--- src/rtl/rtm_pkg.sv ---
package rtm_pkg;

    localparam int REG_ADDR_W = 16;

    // register map
    localparam logic [REG_ADDR_W-1:0] A_GEN_START = 16'h3C03;
    localparam logic [REG_ADDR_W-1:0] A_PKT_ALL   = 16'h3D00;
    localparam logic [REG_ADDR_W-1:0] A_PKT_OK    = 16'h3D01;
    localparam logic [REG_ADDR_W-1:0] A_PKT_BAD   = 16'h3D02;
    localparam logic [REG_ADDR_W-1:0] A_BYTES_LO  = 16'h3D03;
    localparam logic [REG_ADDR_W-1:0] A_BYTES_HI  = 16'h3D04;
    localparam logic [REG_ADDR_W-1:0] A_RX_ERR    = 16'h3D07;
    localparam logic [REG_ADDR_W-1:0] A_LOOP_CTL  = 16'h3E00;
    localparam logic [REG_ADDR_W-1:0] A_LOOP_FIFO = 16'h3E01;

    // error word layout: causes occupy [ERR_CAUSE_LSB +: N_CAUSE]
    localparam int N_CAUSE       = 6;
    localparam int ERR_VLD_BIT   = 3;
    localparam int ERR_CAUSE_LSB = 4;
    localparam int ERR_WORD_MSB  = ERR_CAUSE_LSB + N_CAUSE - 1;

    // loopback FIFO status layout
    localparam int FIFO_AE_BIT = 1;
    localparam int FIFO_AF_BIT = 0;

    typedef logic [N_CAUSE-1:0] cause_t;

endpackage

--- src/rtl/rtm_pkt_tracker.sv ---
// Frames the beat stream into packets and emits one registered event per
// accepted beat: its byte contribution, and on the last beat the verdict.
module rtm_pkt_tracker
    import rtm_pkg::*;
#(
    parameter int BEAT_BYTES = 8,
    parameter int EMPTY_W    = 3,
    parameter int NB_W       = 4
) (
    input  logic               clk,
    input  logic               rst_n,
    input  logic               in_valid,
    input  logic               in_sop,
    input  logic               in_eop,
    input  logic [EMPTY_W-1:0] in_empty,
    input  cause_t             in_err,
    output logic               ev_beat,
    output logic               ev_last,
    output logic               ev_bad,
    output cause_t             ev_cause,
    output logic [NB_W-1:0]    ev_nbytes
);

    typedef struct packed {
        logic            in_pkt;
        logic            beat;
        logic            last;
        logic            bad;
        cause_t          cause;
        logic [NB_W-1:0] nbytes;
    } trk_t;

    trk_t trk_d, trk_q;
    logic accept;

    always_comb begin
        trk_d        = trk_q;
        trk_d.beat   = 1'b0;
        trk_d.last   = 1'b0;
        trk_d.bad    = 1'b0;
        trk_d.cause  = '0;
        trk_d.nbytes = '0;
        accept       = in_valid && (in_sop || trk_q.in_pkt);
        if (accept) begin
            trk_d.beat   = 1'b1;
            trk_d.in_pkt = !in_eop;
            if (in_eop) begin
                trk_d.last   = 1'b1;
                trk_d.bad    = |in_err;
                trk_d.cause  = in_err;
                trk_d.nbytes = NB_W'(BEAT_BYTES) - NB_W'(in_empty);
            end else begin
                trk_d.nbytes = NB_W'(BEAT_BYTES);
            end
        end
    end

    always_ff @(posedge clk or negedge rst_n) begin
        if (!rst_n) trk_q <= '0;
        else        trk_q <= trk_d;
    end

    assign ev_beat   = trk_q.beat;
    assign ev_last   = trk_q.last;
    assign ev_bad    = trk_q.bad;
    assign ev_cause  = trk_q.cause;
    assign ev_nbytes = trk_q.nbytes;

endmodule

--- src/rtl/rtm_stats.sv ---
// Packet counters, byte total and sticky error capture.
module rtm_stats
    import rtm_pkg::*;
#(
    parameter int CNT_W      = 32,
    parameter int BYTE_CNT_W = 64,
    parameter int NB_W       = 4
) (
    input  logic                  clk,
    input  logic                  rst_n,
    input  logic                  clr,
    input  logic                  ev_beat,
    input  logic                  ev_last,
    input  logic                  ev_bad,
    input  cause_t                ev_cause,
    input  logic [NB_W-1:0]       ev_nbytes,
    output logic [CNT_W-1:0]      cnt_all,
    output logic [CNT_W-1:0]      cnt_ok,
    output logic [CNT_W-1:0]      cnt_bad,
    output logic [BYTE_CNT_W-1:0] byte_cnt,
    output cause_t                err_cause,
    output logic                  err_vld
);

    typedef struct packed {
        logic [CNT_W-1:0]      all;
        logic [CNT_W-1:0]      ok;
        logic [CNT_W-1:0]      bad;
        logic [BYTE_CNT_W-1:0] bytes;
        cause_t                cause;
        logic                  vld;
    } st_t;

    st_t st_d, st_q;

    always_comb begin
        st_d = st_q;
        if (ev_beat) begin
            st_d.bytes = st_q.bytes + BYTE_CNT_W'(ev_nbytes);
        end
        if (ev_last) begin
            st_d.all = st_q.all + 1'b1;
            if (ev_bad) begin
                st_d.bad   = st_q.bad + 1'b1;
                st_d.cause = st_q.cause | ev_cause;
                st_d.vld   = 1'b1;
            end else begin
                st_d.ok = st_q.ok + 1'b1;
            end
        end
        if (clr) begin
            st_d = '0;
        end
    end

    always_ff @(posedge clk or negedge rst_n) begin
        if (!rst_n) st_q <= '0;
        else        st_q <= st_d;
    end

    assign cnt_all   = st_q.all;
    assign cnt_ok    = st_q.ok;
    assign cnt_bad   = st_q.bad;
    assign byte_cnt  = st_q.bytes;
    assign err_cause = st_q.cause;
    assign err_vld   = st_q.vld;

endmodule

--- src/rtl/rtm_regs.sv ---
// Register decode: read mux with one-cycle response, loopback control,
// statistics clear strobe and the high-half capture of the byte total.
module rtm_regs
    import rtm_pkg::*;
#(
    parameter int CNT_W      = 32,
    parameter int BYTE_CNT_W = 64,
    parameter int REG_W      = 32
) (
    input  logic                  clk,
    input  logic                  rst_n,
    input  logic                  rd_en,
    input  logic                  wr_en,
    input  logic [REG_ADDR_W-1:0] addr,
    input  logic [REG_W-1:0]      wdata,
    input  logic [CNT_W-1:0]      cnt_all,
    input  logic [CNT_W-1:0]      cnt_ok,
    input  logic [CNT_W-1:0]      cnt_bad,
    input  logic [BYTE_CNT_W-1:0] byte_cnt,
    input  cause_t                err_cause,
    input  logic                  err_vld,
    input  logic                  fifo_ae,
    input  logic                  fifo_af,
    output logic [REG_W-1:0]      rdata,
    output logic                  rd_valid,
    output logic                  loop_en,
    output logic                  stat_clr
);

    localparam int DW2 = 2 * REG_W;

    typedef struct packed {
        logic [REG_W-1:0] rdata;
        logic             rd_valid;
        logic             loop_en;
        logic [REG_W-1:0] hi_shadow;
    } rg_t;

    rg_t rg_d, rg_q;

    logic [DW2-1:0]   byte_ext;
    logic [REG_W-1:0] err_word;
    logic [REG_W-1:0] fifo_word;
    logic             unused_wdata;

    assign byte_ext     = DW2'(byte_cnt);
    assign unused_wdata = ^wdata[REG_W-1:1];

    always_comb begin
        err_word = '0;
        err_word[ERR_CAUSE_LSB +: N_CAUSE] = err_cause;
        err_word[ERR_VLD_BIT] = err_vld;
        fifo_word = '0;
        fifo_word[FIFO_AE_BIT] = fifo_ae;
        fifo_word[FIFO_AF_BIT] = fifo_af;
    end

    assign stat_clr = wr_en && (addr == A_GEN_START) && wdata[0];

    always_comb begin
        rg_d          = rg_q;
        rg_d.rd_valid = rd_en;
        rg_d.rdata    = '0;
        if (wr_en && (addr == A_LOOP_CTL)) begin
            rg_d.loop_en = wdata[0];
        end
        if (rd_en) begin
            case (addr)
                A_PKT_ALL:   rg_d.rdata = REG_W'(cnt_all);
                A_PKT_OK:    rg_d.rdata = REG_W'(cnt_ok);
                A_PKT_BAD:   rg_d.rdata = REG_W'(cnt_bad);
                A_BYTES_LO: begin
                    rg_d.rdata     = byte_ext[REG_W-1:0];
                    rg_d.hi_shadow = byte_ext[DW2-1:REG_W];
                end
                A_BYTES_HI:  rg_d.rdata = rg_q.hi_shadow;
                A_RX_ERR:    rg_d.rdata = err_word;
                A_LOOP_CTL:  rg_d.rdata = REG_W'(rg_q.loop_en);
                A_LOOP_FIFO: rg_d.rdata = fifo_word;
                default:     rg_d.rdata = '0;
            endcase
        end
    end

    always_ff @(posedge clk or negedge rst_n) begin
        if (!rst_n) rg_q <= '0;
        else        rg_q <= rg_d;
    end

    assign rdata    = rg_q.rdata;
    assign rd_valid = rg_q.rd_valid;
    assign loop_en  = rg_q.loop_en;

endmodule

--- src/rtl/ethrx_traffic_mon.sv ---
module ethrx_traffic_mon
    import rtm_pkg::*;
#(
    parameter  int BEAT_BYTES = 8,
    parameter  int CNT_W      = 32,
    parameter  int BYTE_CNT_W = 64,
    parameter  int REG_W      = 32,
    localparam int EMPTY_W    = $clog2(BEAT_BYTES),
    localparam int NB_W       = $clog2(BEAT_BYTES + 1)
) (
    input  logic                  clk,
    input  logic                  rst_n,
    input  logic                  rx_valid,
    input  logic                  rx_sop,
    input  logic                  rx_eop,
    input  logic [EMPTY_W-1:0]    rx_empty,
    input  logic [N_CAUSE-1:0]    rx_err,
    input  logic                  fifo_almost_empty,
    input  logic                  fifo_almost_full,
    input  logic                  reg_wr_en,
    input  logic                  reg_rd_en,
    input  logic [REG_ADDR_W-1:0] reg_addr,
    input  logic [REG_W-1:0]      reg_wdata,
    output logic [REG_W-1:0]      reg_rdata,
    output logic                  reg_rd_valid,
    output logic                  lpbk_en
);

    logic                  ev_beat, ev_last, ev_bad;
    cause_t                ev_cause;
    logic [NB_W-1:0]       ev_nbytes;
    logic                  stat_clr;
    logic [CNT_W-1:0]      cnt_all, cnt_ok, cnt_bad;
    logic [BYTE_CNT_W-1:0] byte_cnt;
    cause_t                err_cause;
    logic                  err_vld;

    rtm_pkt_tracker #(
        .BEAT_BYTES(BEAT_BYTES),
        .EMPTY_W   (EMPTY_W),
        .NB_W      (NB_W)
    ) u_trk (
        .clk      (clk),
        .rst_n    (rst_n),
        .in_valid (rx_valid),
        .in_sop   (rx_sop),
        .in_eop   (rx_eop),
        .in_empty (rx_empty),
        .in_err   (rx_err),
        .ev_beat  (ev_beat),
        .ev_last  (ev_last),
        .ev_bad   (ev_bad),
        .ev_cause (ev_cause),
        .ev_nbytes(ev_nbytes)
    );

    rtm_stats #(
        .CNT_W     (CNT_W),
        .BYTE_CNT_W(BYTE_CNT_W),
        .NB_W      (NB_W)
    ) u_stats (
        .clk      (clk),
        .rst_n    (rst_n),
        .clr      (stat_clr),
        .ev_beat  (ev_beat),
        .ev_last  (ev_last),
        .ev_bad   (ev_bad),
        .ev_cause (ev_cause),
        .ev_nbytes(ev_nbytes),
        .cnt_all  (cnt_all),
        .cnt_ok   (cnt_ok),
        .cnt_bad  (cnt_bad),
        .byte_cnt (byte_cnt),
        .err_cause(err_cause),
        .err_vld  (err_vld)
    );

    rtm_regs #(
        .CNT_W     (CNT_W),
        .BYTE_CNT_W(BYTE_CNT_W),
        .REG_W     (REG_W)
    ) u_regs (
        .clk      (clk),
        .rst_n    (rst_n),
        .rd_en    (reg_rd_en),
        .wr_en    (reg_wr_en),
        .addr     (reg_addr),
        .wdata    (reg_wdata),
        .cnt_all  (cnt_all),
        .cnt_ok   (cnt_ok),
        .cnt_bad  (cnt_bad),
        .byte_cnt (byte_cnt),
        .err_cause(err_cause),
        .err_vld  (err_vld),
        .fifo_ae  (fifo_almost_empty),
        .fifo_af  (fifo_almost_full),
        .rdata    (reg_rdata),
        .rd_valid (reg_rd_valid),
        .loop_en  (lpbk_en),
        .stat_clr (stat_clr)
    );

endmodule

--- config.mk ---
export PLATFORM = sky130hd
export DESIGN_NAME = ethrx_traffic_mon
export DESIGN_NICKNAME = d
export VERILOG_FILES = /design/src/rtl/rtm_pkg.sv /design/src/rtl/rtm_pkt_tracker.sv /design/src/rtl/rtm_stats.sv /design/src/rtl/rtm_regs.sv /design/src/rtl/ethrx_traffic_mon.sv
export SDC_FILE = /design/constraint.sdc
export NUM_CORES = 1
export LEC_CHECK = 0
export ABC_CLOCK_PERIOD_IN_PS = 5630
export BUFFER_PORTS_ARGS = -buffer_cell sky130_fd_sc_hd__buf_2
export CAP_MARGIN = 20
export CORE_ASPECT_RATIO = 0.5
export CORE_MARGIN = 2
export CORE_UTILIZATION = 40
export CTS_BUF_LIST = sky130_fd_sc_hd__clkbuf_8
export DETAILED_ROUTE_END_ITERATION = 12
export GPL_TIMING_DRIVEN = 0
export SETUP_SLACK_MARGIN = 0.02
export SYNTH_ARGS = -nofsm -noshare
export SYNTH_HDL_FRONTEND = slang
export SYNTH_SLANG_ARGS = --single-unit
--- constraint.sdc ---
create_clock -name clk -period 5.63 [get_ports clk]
set_clock_uncertainty 0.2 [all_clocks]
set_input_delay 0.563 -clock clk [delete_from_list [all_inputs] [get_ports clk]]
set_output_delay 0.563 -clock clk [all_outputs]
set_load 0.01 [all_outputs]
---- Word-level counts from Yosys, hierarchy flattened ----
Cells that the tools add are included.
cells by class
  reduce and logical (&&, ||, !) cells .... 13
  multiplexer cells ....................... 12
  bitwise operators ....................... 1
  equal/unequal tests ..................... 10
  add/subtract/negate cells ............... 5
operators with widths
  kind                     number
  $pmux W32 S8             1
  $mux W167                1
  $eq A16 B14 Y1 const B   9
  $add A32 B1 Y32 const B  3
  $mux W32                 3
  $mux W96                 1
  $add A64 B4 Y64          1
  $mux W64                 1
  $mux W7                  2
  $mux W13                 1
  $mux W8                  1
  $or A6 B6 Y6             1
  $reduce_and A2 Y1        3
  $reduce_bool A2 Y1       3
  $reduce_or A6 Y1         1
  $logic_and A1 B1 Y1      4
  $mux W4                  1
  $sub A4 B3 Y4 const A    1
  $ne A2 B2 Y1 const B     1
  $logic_not A1 Y1         1
  $logic_or A1 B1 Y1       1
storage, ports and cells
  bits of input ports ..................... 66
  output and inout bits ................... 34
  flip-flop bits (word level) ............. 247

---- Depth between registers and ports, before layout ----
Gate-level depths: netlist of run 1.
  depth in word-level cells ............... 5
  gate-level depth with buffers ........... 10
  gate-level depth less buffers ........... 8

---- Hierarchy ----
Synthesis of run 1 repeated with hierarchy kept, for this count alone.
unflattened totals
  cell total of the unflattened synthesis .. 1326
  area, all modules ....................... 13412.9 um^2
by module, submodules not included
  module           times used  area an instance (um^2)  cells each
  rtm_stats        1           8587.0                   912
  rtm_regs         1           4252.8                   368
  rtm_pkt_tracker  1           573.0                    46

---- Worst setup path after synthesis of run 1 ----
No wires, ideal clock.
  path type ............................... register to register
  start ................................... register u_stats.st_q (netlist bit u_stats.byte_cnt[0])
  end ..................................... register u_stats.st_q (netlist bit u_stats.byte_cnt[50])
  data required time ...................... 5.364 ns
  cell stages (with the launch flop) ...... 11
  clock period less this slack ............ 2.698 ns
  slack ................................... 2.932 ns
  arrival ................................. 2.432 ns
  cells stage by stage .................... dfrtp_1 > ha_1 > inv_1 > fa_1 > nand2b_1 > a2111oi_2 > buf_2 > nand4_1 > buf_2 > or4_1 > nand2_1
on the way
  cells in the longest elaborated chain, start to end .. 3
ends and longest elaborated chain
  item                    line             text
  start, declared         rtm_stats.sv:34  st_t st_d, st_q;
  start signal, assigned  rtm_stats.sv:58  else st_q <= st_d;
  $add A64 B4 Y64         rtm_stats.sv:39  st_d.bytes = st_q.bytes + BYTE_CNT_W'(ev_nbytes);
  $mux W64                rtm_stats.sv:38  if (ev_beat) begin
  $mux W167               rtm_stats.sv:51  if (clr) begin
Every way passes these cells. The select of a mux whose other input is x is not followed.
A chain may end at the register's enable or synchronous reset.

---- Final worst setup path of run 1 ----
  start ................................... register u_stats.st_q (netlist bit u_stats.byte_cnt[2])
  end ..................................... register u_stats.st_q (netlist bit u_stats.byte_cnt[61])
Same word-level chain as after synthesis.

==> flow_summary.toml, run 1 <==
[run_status]
status = "completed"

[power_and_ir_drop]
pwr-share-comb_pct = 24.7
peakVddDrop_v = 0.0001447
p_switching_mw = 2.055
p_clk_share_pct = 28.8
p_leak_nw = 6.093
swShare_pct = 37.03
seq_power_share_pct = 46.4
internal_power_mw = 3.495
power.total_mw = 5.550
power_density_nw_per_um2 = 375.8

[logic_synthesis]
synthDistinctLibCells = 56
syn-num-nets = 1377
syn_area_um2 = 13010
yosysMostFrequentCell = "dfrtp_1"
async_flop_share_pct = 100.0
synth_edf_count = 0
synth_common_cells = "dfrtp_1, nor2_1, nand2_1"
netlist_instances = 1302
yosys_warnings = 0
synth_top_area_share_pct = 47.51
ys.flop_type = "dfrtp_1"
yosys_register_bits = 247
yosys-top-cells-area = "dfrtp_1, mux2_2, nor2_1, xor2_1, nand2_1"
yosysSeqAreaShare_pct = 47.51
synth_top_cell_by_area = "dfrtp_1"
postSynthAreaPerCell_um2 = 9.991

[sta]
rsz0062_at_grt = "no"
period_share_pct = 59.76
slew_headroom_pct = 37.01
worst_slew_pin_slew_ps = 939.1
layout_setup_ws_ps = 2266
maxSlewViolCount = 0
setup_viol = 0
max_freq_ghz = 0.2972
period_needed_ps = 3364
finalHoldViolCount = 0

[worst_hold_path]
hp-class = "primary input to flop"
whs_path_depth = 2
holdPathEnd = "u_trk.ev_cause[3]"
hp-start = "rx_err[3]"

[floorplan]
die_w_um = 259.0
initial_core_util_pct = 40.87
fp-row-count = 46
fp.dieH_um = 131.5
die_area_um2 = 34070
ios = 100
core-area_um2 = 31830

[worst_setup_path]
criticalPathCategory = "flop to flop"
path_common_cell = "clkbuf_1"
cp-start-kind = "flop"
arrival_ps = 3600
reg2reg_slack_ps = 2270
r2r-start = "u_stats.byte_cnt[2]"
reg2reg_depth = 8
endpoint_kind = "flop"
path_cells = "ha_1, nand2_1, o21ai_0, nand4_1, clkbuf_1, clkbuf_1, o31ai_1, a21oi_1"
reg2reg_to = "u_stats.byte_cnt[61]"
slowest_delay_ps = 580
critPathMaxFanout = 10
path_delay_family = "compound AO/OA/AOI/OAI gates"
cp_data_required_time_ps = 5870
cp_slowest_cell = "o21ai_0"
cp_num_buf_inv = 2

[global_routing]
antenna_found_initial = 1
grt.overflow.total = 0
grt_pass1_wl_um = 57490
grt_pass1_vias = 10010
grt_usage_pct = 21.77
grt_max_degree = 121

[cts]
cts_buffers = 40
cts_buffer_depth = 3
htree_num_levels = 2
cts.sinks = 247
cts_tree = "done"
cts_root_buf = "clkbuf_8"
cts.clk_slew.worst_paths_ps = 60
clock_latency_ps = 570
cts_resized = 0

[layout]
final_cell_area_um2 = 14770
diodes = 0
final_core_util_pct = 46.40
layout-drive-gt1-share_pct = 19.85
final_nets = 1488
area_growth_pct = 13.52

[detailed_routing]
vias = 10550
drt_iter0_drc = 1052
ant_nets = 0
drc = 0
wire_per_inst_um = 19.62
drt_wl_total_um = 36760
viasPerCell = 5.634
dr.pass1.iters = 5

[placement]
dp_hpwl_um = 26920
place_area_um2 = 13940
portBuffers = 65
dp_slack_ps = 2308
gp_congestion = 0.9011

[job]
maxCapViolCount = 0
## power groups by stage
stage	clock network, mW	logic (mW)	registers, mW
6_report	1.60	1.37	2.58
5_1_grt	1.71	1.54	2.63
4_1_cts	1.63	1.36	2.56
3_5_place_dp	0	1.35	2.59
3_3_place_gp	0	1.30	2.57
2_1_floorplan	0	1.03	2.42
## worst max path at each step
stage / depth (start not counted) / endpoint / startpoint / slack, ps
2_1_floorplan: 10 / u_stats.byte_cnt[50] / u_stats.byte_cnt[0] / 2930
3_3_place_gp: 1 / u_stats.cnt_ok[20] / rst_n / -590
3_5_place_dp: 10 / u_stats.byte_cnt[50] / u_stats.byte_cnt[0] / 2310
4_1_cts: 10 / u_stats.byte_cnt[50] / u_stats.byte_cnt[0] / 2300
5_1_grt: 8 / u_stats.byte_cnt[61] / u_stats.byte_cnt[2] / 2000
6_report: 8 / u_stats.byte_cnt[61] / u_stats.byte_cnt[2] / 2270
## cells in the final DEF (no fill, tap or decap), types with 22 or more instances in the layout
cell type  netlist  final
a21oi_1         53     53
a222oi_1        23     23
and3_1          24     24
buf_2           14     78
buf_4           39     39
clkbuf_1        33     33
clkbuf_8         0     53
dfrtp_1        247    247
inv_1           22     31
mux2_2          76     76
mux2i_1         22     22
nand2_1        105    105
nand3_1         56     56
nand4_1         52     52
nor2_1         157    157
nor3_1          23     23
o21ai_0         43     43
or3_1           33     33
or4_1           25     25
xnor2_1         41     41
xor2_1          59     59
## cells by family after synthesis
group	synth area share, %
muxes	8.272
AOI/OAI and AO/OA	8.272
DFF	47.51
and+or+nand+nor	22.70
xor gates and xnor gates	6.733
buffers and inverters	5.588
adders and majority gates	0.9234
## cell type report
| cell class | instances | area, µm² |
|---|---|---|
| tap | 432 | 540.5 |
| sequential | 247 | 6181 |
| clock buffer | 53 | 729.5 |
| buffer | 100 | 644.4 |
| multi-input combinational | 933 | 6101 |
| clock inverter | 17 | 78.83 |
| inverter | 22 | 82.58 |
| timing repair buffer | 69 | 410.4 |
| fill | 2985 | 17060 |
## registers in the layout, indices dropped and copies added, names as in the netlist, 4 cells and up
signal,flops
u_stats.byte_cnt,64
u_regs.rdata,32
u_regs.rg_q,32
u_stats.cnt_all,32
u_stats.cnt_bad,32
u_stats.cnt_ok,32
u_stats.err_cause,6
u_trk.ev_cause,6
u_trk.ev_nbytes,4
## stage by stage
stage,cells,setup TNS (ps),hold slack (ps)
final,1873,0,64.19
after global placement,1799,-139590,268.5
after detailed placement,1801,0,209.8
after global routing,1873,0,41.30
after CTS,1873,0,39.43
after floorplan,1302,0,67.41
## metal layers
layer  up-vias  global-route usage, %  routed length, µm
li1       4870                      -                  -
met1      5294                  33.10              17730
met2       337                  30.23              15160
met3        52                  5.922               3238
met4         0                  5.299                625
met5         -                      0                  0
## what timing repair did
item | 4_1_cts | 5_1_grt
endpoints found under the hold margin | 20 | 0
buffers inserted | 0 | 0
hold buffers | 2 | 0
No activity file was read; power rests on OpenSTA's default activity.
==> inputs of run 2 (changes only) <==
ABC_CLOCK_PERIOD_IN_PS = 2900   (was 5630)
clock period = 2.9 ns   (was 5.63 ns; I/O delays follow)
==> run 2 against run 1 <==
  * Die area did not move
  * Largest cell class is now multi-input combinational cells
  * Power up 97%
  * Final area up 3.0%
  * Utilization increased by 1.4 points
  * Sequential share of layout area is 1.2 points lower
  * Clock-buffer cell count is the same
  * Flip-flop and latch count unchanged
==> flow_summary.toml, run 2 (synthesis gave the netlist of run 1 again) <==
[worst_setup_path]
reg2reg_to = "u_stats.byte_cnt[34]"
criticalPathCategory = "flop to flop"
cp-start-kind = "flop"
critPathMaxFanout = 4
reg2reg_slack_ps = 70
reg2reg_depth = 9
arrival_ps = 3130
r2r-start = "u_stats.byte_cnt[0]"
endpoint_kind = "flop"
cp_data_required_time_ps = 3200

[power_and_ir_drop]
peakVddDrop_v = 0.0002814
p_leak_nw = 6.288
power_density_nw_per_um2 = 717.0

[floorplan]
fp.dieH_um = 131.5
core-area_um2 = 31830
die_area_um2 = 34070
die_w_um = 259.0
ios = 100
fp-row-count = 46
initial_core_util_pct = 40.87

[run_status]
status = "completed"

[detailed_routing]
viasPerCell = 5.607
drt_wl_total_um = 37370
dr.pass1.iters = 6
wire_per_inst_um = 19.58
vias = 10700
ant_nets = 0
drt_iter0_drc = 1008
drc = 0

[placement]
dp_slack_ps = -421.7
place_area_um2 = 13940
gp_congestion = 0.9011
portBuffers = 65
dp_hpwl_um = 26920

[cts]
cts_root_buf = "clkbuf_8"
cts.sinks = 247
cts_buffer_depth = 3
cts_buffers = 40
cts_tree = "done"
clock_latency_ps = 570
htree_num_levels = 2
cts.clk_slew.worst_paths_ps = 70

[sta]
period_share_pct = 97.63
tns_ps = 0
finalHoldViolCount = 0
setup_viol = 0
maxSlewViolCount = 0
worst_slew_pin_slew_ps = 842.4
layout_setup_ws_ps = 68.69
period_needed_ps = 2831
max_freq_ghz = 0.3532
slew_headroom_pct = 43.66

[worst_hold_path]
holdPathEnd = "u_regs.loop_en"
hp-class = "primary input to flop"
whs_path_depth = 5
hp-start = "reg_wr_en"

[layout]
final_core_util_pct = 47.81
mostFrequentLayoutCells = "dfrtp_1, nor2_1, nand2_1"
layout_commonest_cell = "dfrtp_1"
final_cell_area_um2 = 15220
fillerInstances = 2932
final_nets = 1524
layout-drive-gt1-share_pct = 21.39
area_growth_pct = 16.98
multi_input_area_um2 = 6190
seq_area_um2 = 6183
largest_reg_flops = 64
diodes = 0

[global_routing]
grt_usage_pct = 22.03
grt_pass1_vias = 10190
grt_pass1_wl_um = 58140
grt_max_degree = 121
grt.overflow.total = 0
antenna_found_initial = 2

[job]
maxCapViolCount = 0
run 2: cell types whose count changed in the layout (fill, tap and decap cells not counted), moves of 2 or more:
cell           delta
clkbuf_1          -3
or4_4             +2
nor4_1            -3
dfrtp_2           +2
buf_4            +10
or4_1             -2
ha_1              -2
dlygate4sd3_1    +25
dfrtp_1           -2
buf_6             +2
nor4_2            +2
run 2: report_power, final:
part           internal (mW)  total [mW]  switching (mW)  leakage [nW]
Clock                   1.63        3.10            1.47         0.453
Combinational           1.15        2.81            1.66          3.11
Sequential              4.07        5.00           0.931          2.73
Total                   6.85        10.9            4.06          6.29
run 2: cell type report:
class | instances | area share [%]
plain buffers | 100 | 4.399
repair buffers | 105 | 4.884
multi-input cells | 933 | 40.68
well taps | 432 | 3.552
clock inverters | 17 | 0.5180
clock buffers | 53 | 4.794
flip-flops and latches | 247 | 40.63
inverters | 22 | 0.5427
run 2: through the flow:
step / hold slack [ps] / cells / total power [mW]
4_1_cts: 7.128 / 1904 / 10.85
3_5_place_dp: -63.18 / 1801 / 7.638
6_report: 39.06 / 1909 / 10.91
5_1_grt: 44.91 / 1909 / 11.56
2_1_floorplan: -205.6 / 1302 / 6.703
3_3_place_gp: 243.1 / 1799 / 7.511
run 2: what timing repair did:
item	CTS	global route
endpoints found under the hold margin	265	0
pin swaps	2	7
hold buffers	27	0
gates cloned	1	0
resized for setup	17	15
setup endpoints to repair	35	56
buffers inserted	5	5
run 2: critical path, stage by stage, from the launching register on:
cell      delay (ps)
dfrtp_2          390
ha_4             140
inv_2             40
fa_2             380
nand2b_4         170
buf_4            140
a211oi_2         510
nand3_1          260
or3_1            400
a21oi_1          140
run 2: metal layers:
metal / vias to the layer above / track usage [%] / routed length (µm)
met2: 330 / 30.97 / 15570
met1: 5369 / 33.31 / 18100
li1: 4952 / - / -
met4: 2 / 5.363 / 584
met5: - / 0 / 13
met3: 50 / 5.768 / 3100
run 2: how the worst max path moves through the flow:
stage,to,slack (ps),cells after the start,startpoint
floorplan,u_stats.byte_cnt[50],200,10,u_stats.byte_cnt[0]
CTS,u_stats.byte_cnt[50],10,10,u_stats.byte_cnt[0]
global route,u_stats.byte_cnt[34],-6,9,u_stats.byte_cnt[0]
global placement,u_stats.cnt_ok[20],-3050,1,rst_n
finish,u_stats.byte_cnt[34],70,9,u_stats.byte_cnt[0]
detailed placement,u_stats.byte_cnt[50],-420,10,u_stats.byte_cnt[0]
==> inputs of run 3 (changes only) <==
SETUP_SLACK_MARGIN = 0.15   (was 0.02)
==> run 3 against run 2 <==
  * Wire length is 0.77% higher
  * Final cell count unchanged
  * Worst setup slack improved by 51 ps
  * Non-clock buffer count unchanged
  * Flip-flop and latch count stayed put
  * Global-route usage rose by 0.077 points
  * Final area grew 0.47%
  * Die area unchanged
  * Critical path depth fell by 1
  * Critical path type unchanged
  * Largest cell class unchanged
  * Largest power group unchanged
==> flow_summary.toml, run 3 (synthesis gave the netlist of run 1 again) <==
[cts]
cts_root_buf = "clkbuf_8"
htree_num_levels = 2
cts_buffer_depth = 3
clock_latency_ps = 570
cts.sinks = 247
cts.clk_slew.worst_paths_ps = 70
cts_buffers = 40
cts_tree = "done"

[run_status]
status = "completed"

[global_routing]
grt_pass1_wl_um = 58370
grt_pass1_vias = 10240
grt_max_degree = 121
antenna_found_initial = 2
grt_usage_pct = 22.11
grt.overflow.total = 0

[sta]
setup_viol = 0
period_needed_ps = 2780
maxSlewViolCount = 0
finalHoldViolCount = 0
worst_slew_pin_slew_ps = 844.2
layout_setup_ws_ps = 120.0
rsz0062_at_grt = "yes"
slew_headroom_pct = 43.54
max_freq_ghz = 0.3597
period_share_pct = 95.86

[floorplan]
initial_core_util_pct = 40.87
die_w_um = 259.0
ios = 100
die_area_um2 = 34070
fp-row-count = 46
fp.dieH_um = 131.5
core-area_um2 = 31830

[placement]
portBuffers = 65
dpl.cell_count = 1801
dp_slack_ps = -421.7
gp_congestion = 0.9011
dp_hpwl_um = 26920

[worst_setup_path]
arrival_ps = 3080
r2r-start = "u_stats.byte_cnt[1]"
reg2reg_slack_ps = 120
criticalPathCategory = "flop to flop"
reg2reg_to = "u_stats.byte_cnt[34]"
endpoint_kind = "flop"
cp-start-kind = "flop"
cp_data_required_time_ps = 3200
critPathMaxFanout = 4
reg2reg_depth = 8

[worst_hold_path]
hp-start = "reg_wr_en"
hp-class = "primary input to flop"
holdPathEnd = "u_regs.loop_en"
whs_path_depth = 5

[layout]
final_cells = 1909
mostFrequentLayoutCells = "dfrtp_1, nor2_1, nand2_1"
layout-drive-gt1-share_pct = 22.41
final_core_util_pct = 48.03
final_nets = 1524
layout_commonest_cell = "dfrtp_1"
diodes = 0
area_growth_pct = 17.52
largest_reg_flops = 64

[job]
maxCapViolCount = 0

[detailed_routing]
viasPerCell = 5.616
drt_wl_total_um = 37660
drt_iter0_drc = 1051
wire_per_inst_um = 19.73
ant_nets = 0
dr.pass1.iters = 7
drc = 0
vias = 10720

[power_and_ir_drop]
p_leak_nw = 6.309
power.total_mw = 11.01
peakVddDrop_v = 0.0002830
power_density_nw_per_um2 = 720.4
[run 3: changes by cell type in the layout (fill, tap and decap cells not counted), sizes merged]
cell and delta:
dlygate4sd3 -1, buf +1
[run 3: power breakdown]
| group | internal [mW] | switching (mW) | leakage (nW) | total [mW] |
|---|---|---|---|---|
| clock network | 1.63 | 1.47 | 0.453 | 3.11 |
| registers | 4.08 | 0.941 | 2.73 | 5.02 |
| logic | 1.17 | 1.72 | 3.13 | 2.89 |
| total | 6.88 | 4.13 | 6.31 | 11.0 |
[run 3: area by class of cell]
type	instances	area, µm²
inverters	22	82.58
flip-flops and latches	247	6188
plain buffers	100	675.6
clock inverters	17	78.83
clock buffers	53	729.5
well taps	432	540.5
multi-input cells	933	6248
repair buffers	105	744.5
fillers	2937	16540
[run 3: per-layer routing]
layer  wire length, µm  track usage (%)  share of wire (%)
met1             18190            33.50                 48
met2             15750            31.28                 42
met3              3149            5.575                8.4
met4               568            5.106                1.5
met5                 0                0                  0
[run 3: metrics by stage]
stage	instance area [µm²]	hold WS (ps)	setup TNS, ps
final	15290	30.96	0
after global routing	15290	37.29	0
after CTS	15180	7.128	0
after detailed placement	13940	-63.18	-9447
after global placement	13870	243.1	-755240
after floorplan	13010	-205.6	0
[run 3: worst max-delay path, cell delays in order (launching register included)]
cell and delay, ps:
dfrtp_1 370, inv_1 140, fa_2 390, nand2b_4 170
buf_4 150, a211oi_2 520, nand3_1 250, or3_1 390
a21oi_1 140
[run 3: repair_timing]
item | CTS | global route
gates resized for setup | 24 | 28
setup endpoints to repair | 48 | 42
endpoints found under the hold margin | 265 | 0
setup buffers | 10 | 1
pin swaps | 5 | 4
hold buffers | 26 | 0
gates cloned | 1 | 0
[run 3: worst max-delay path by stage]
stage                      endpoint  slack, ps                start
2_1_floorplan  u_stats.byte_cnt[50]        200  u_stats.byte_cnt[0]
3_3_place_gp     u_stats.cnt_ok[20]      -3050                rst_n
3_5_place_dp   u_stats.byte_cnt[50]       -420  u_stats.byte_cnt[0]
4_1_cts        u_stats.byte_cnt[50]        110   u_trk.ev_nbytes[0]
5_1_grt        u_stats.byte_cnt[34]         60   u_trk.ev_nbytes[0]
6_report       u_stats.byte_cnt[34]        120  u_stats.byte_cnt[1]
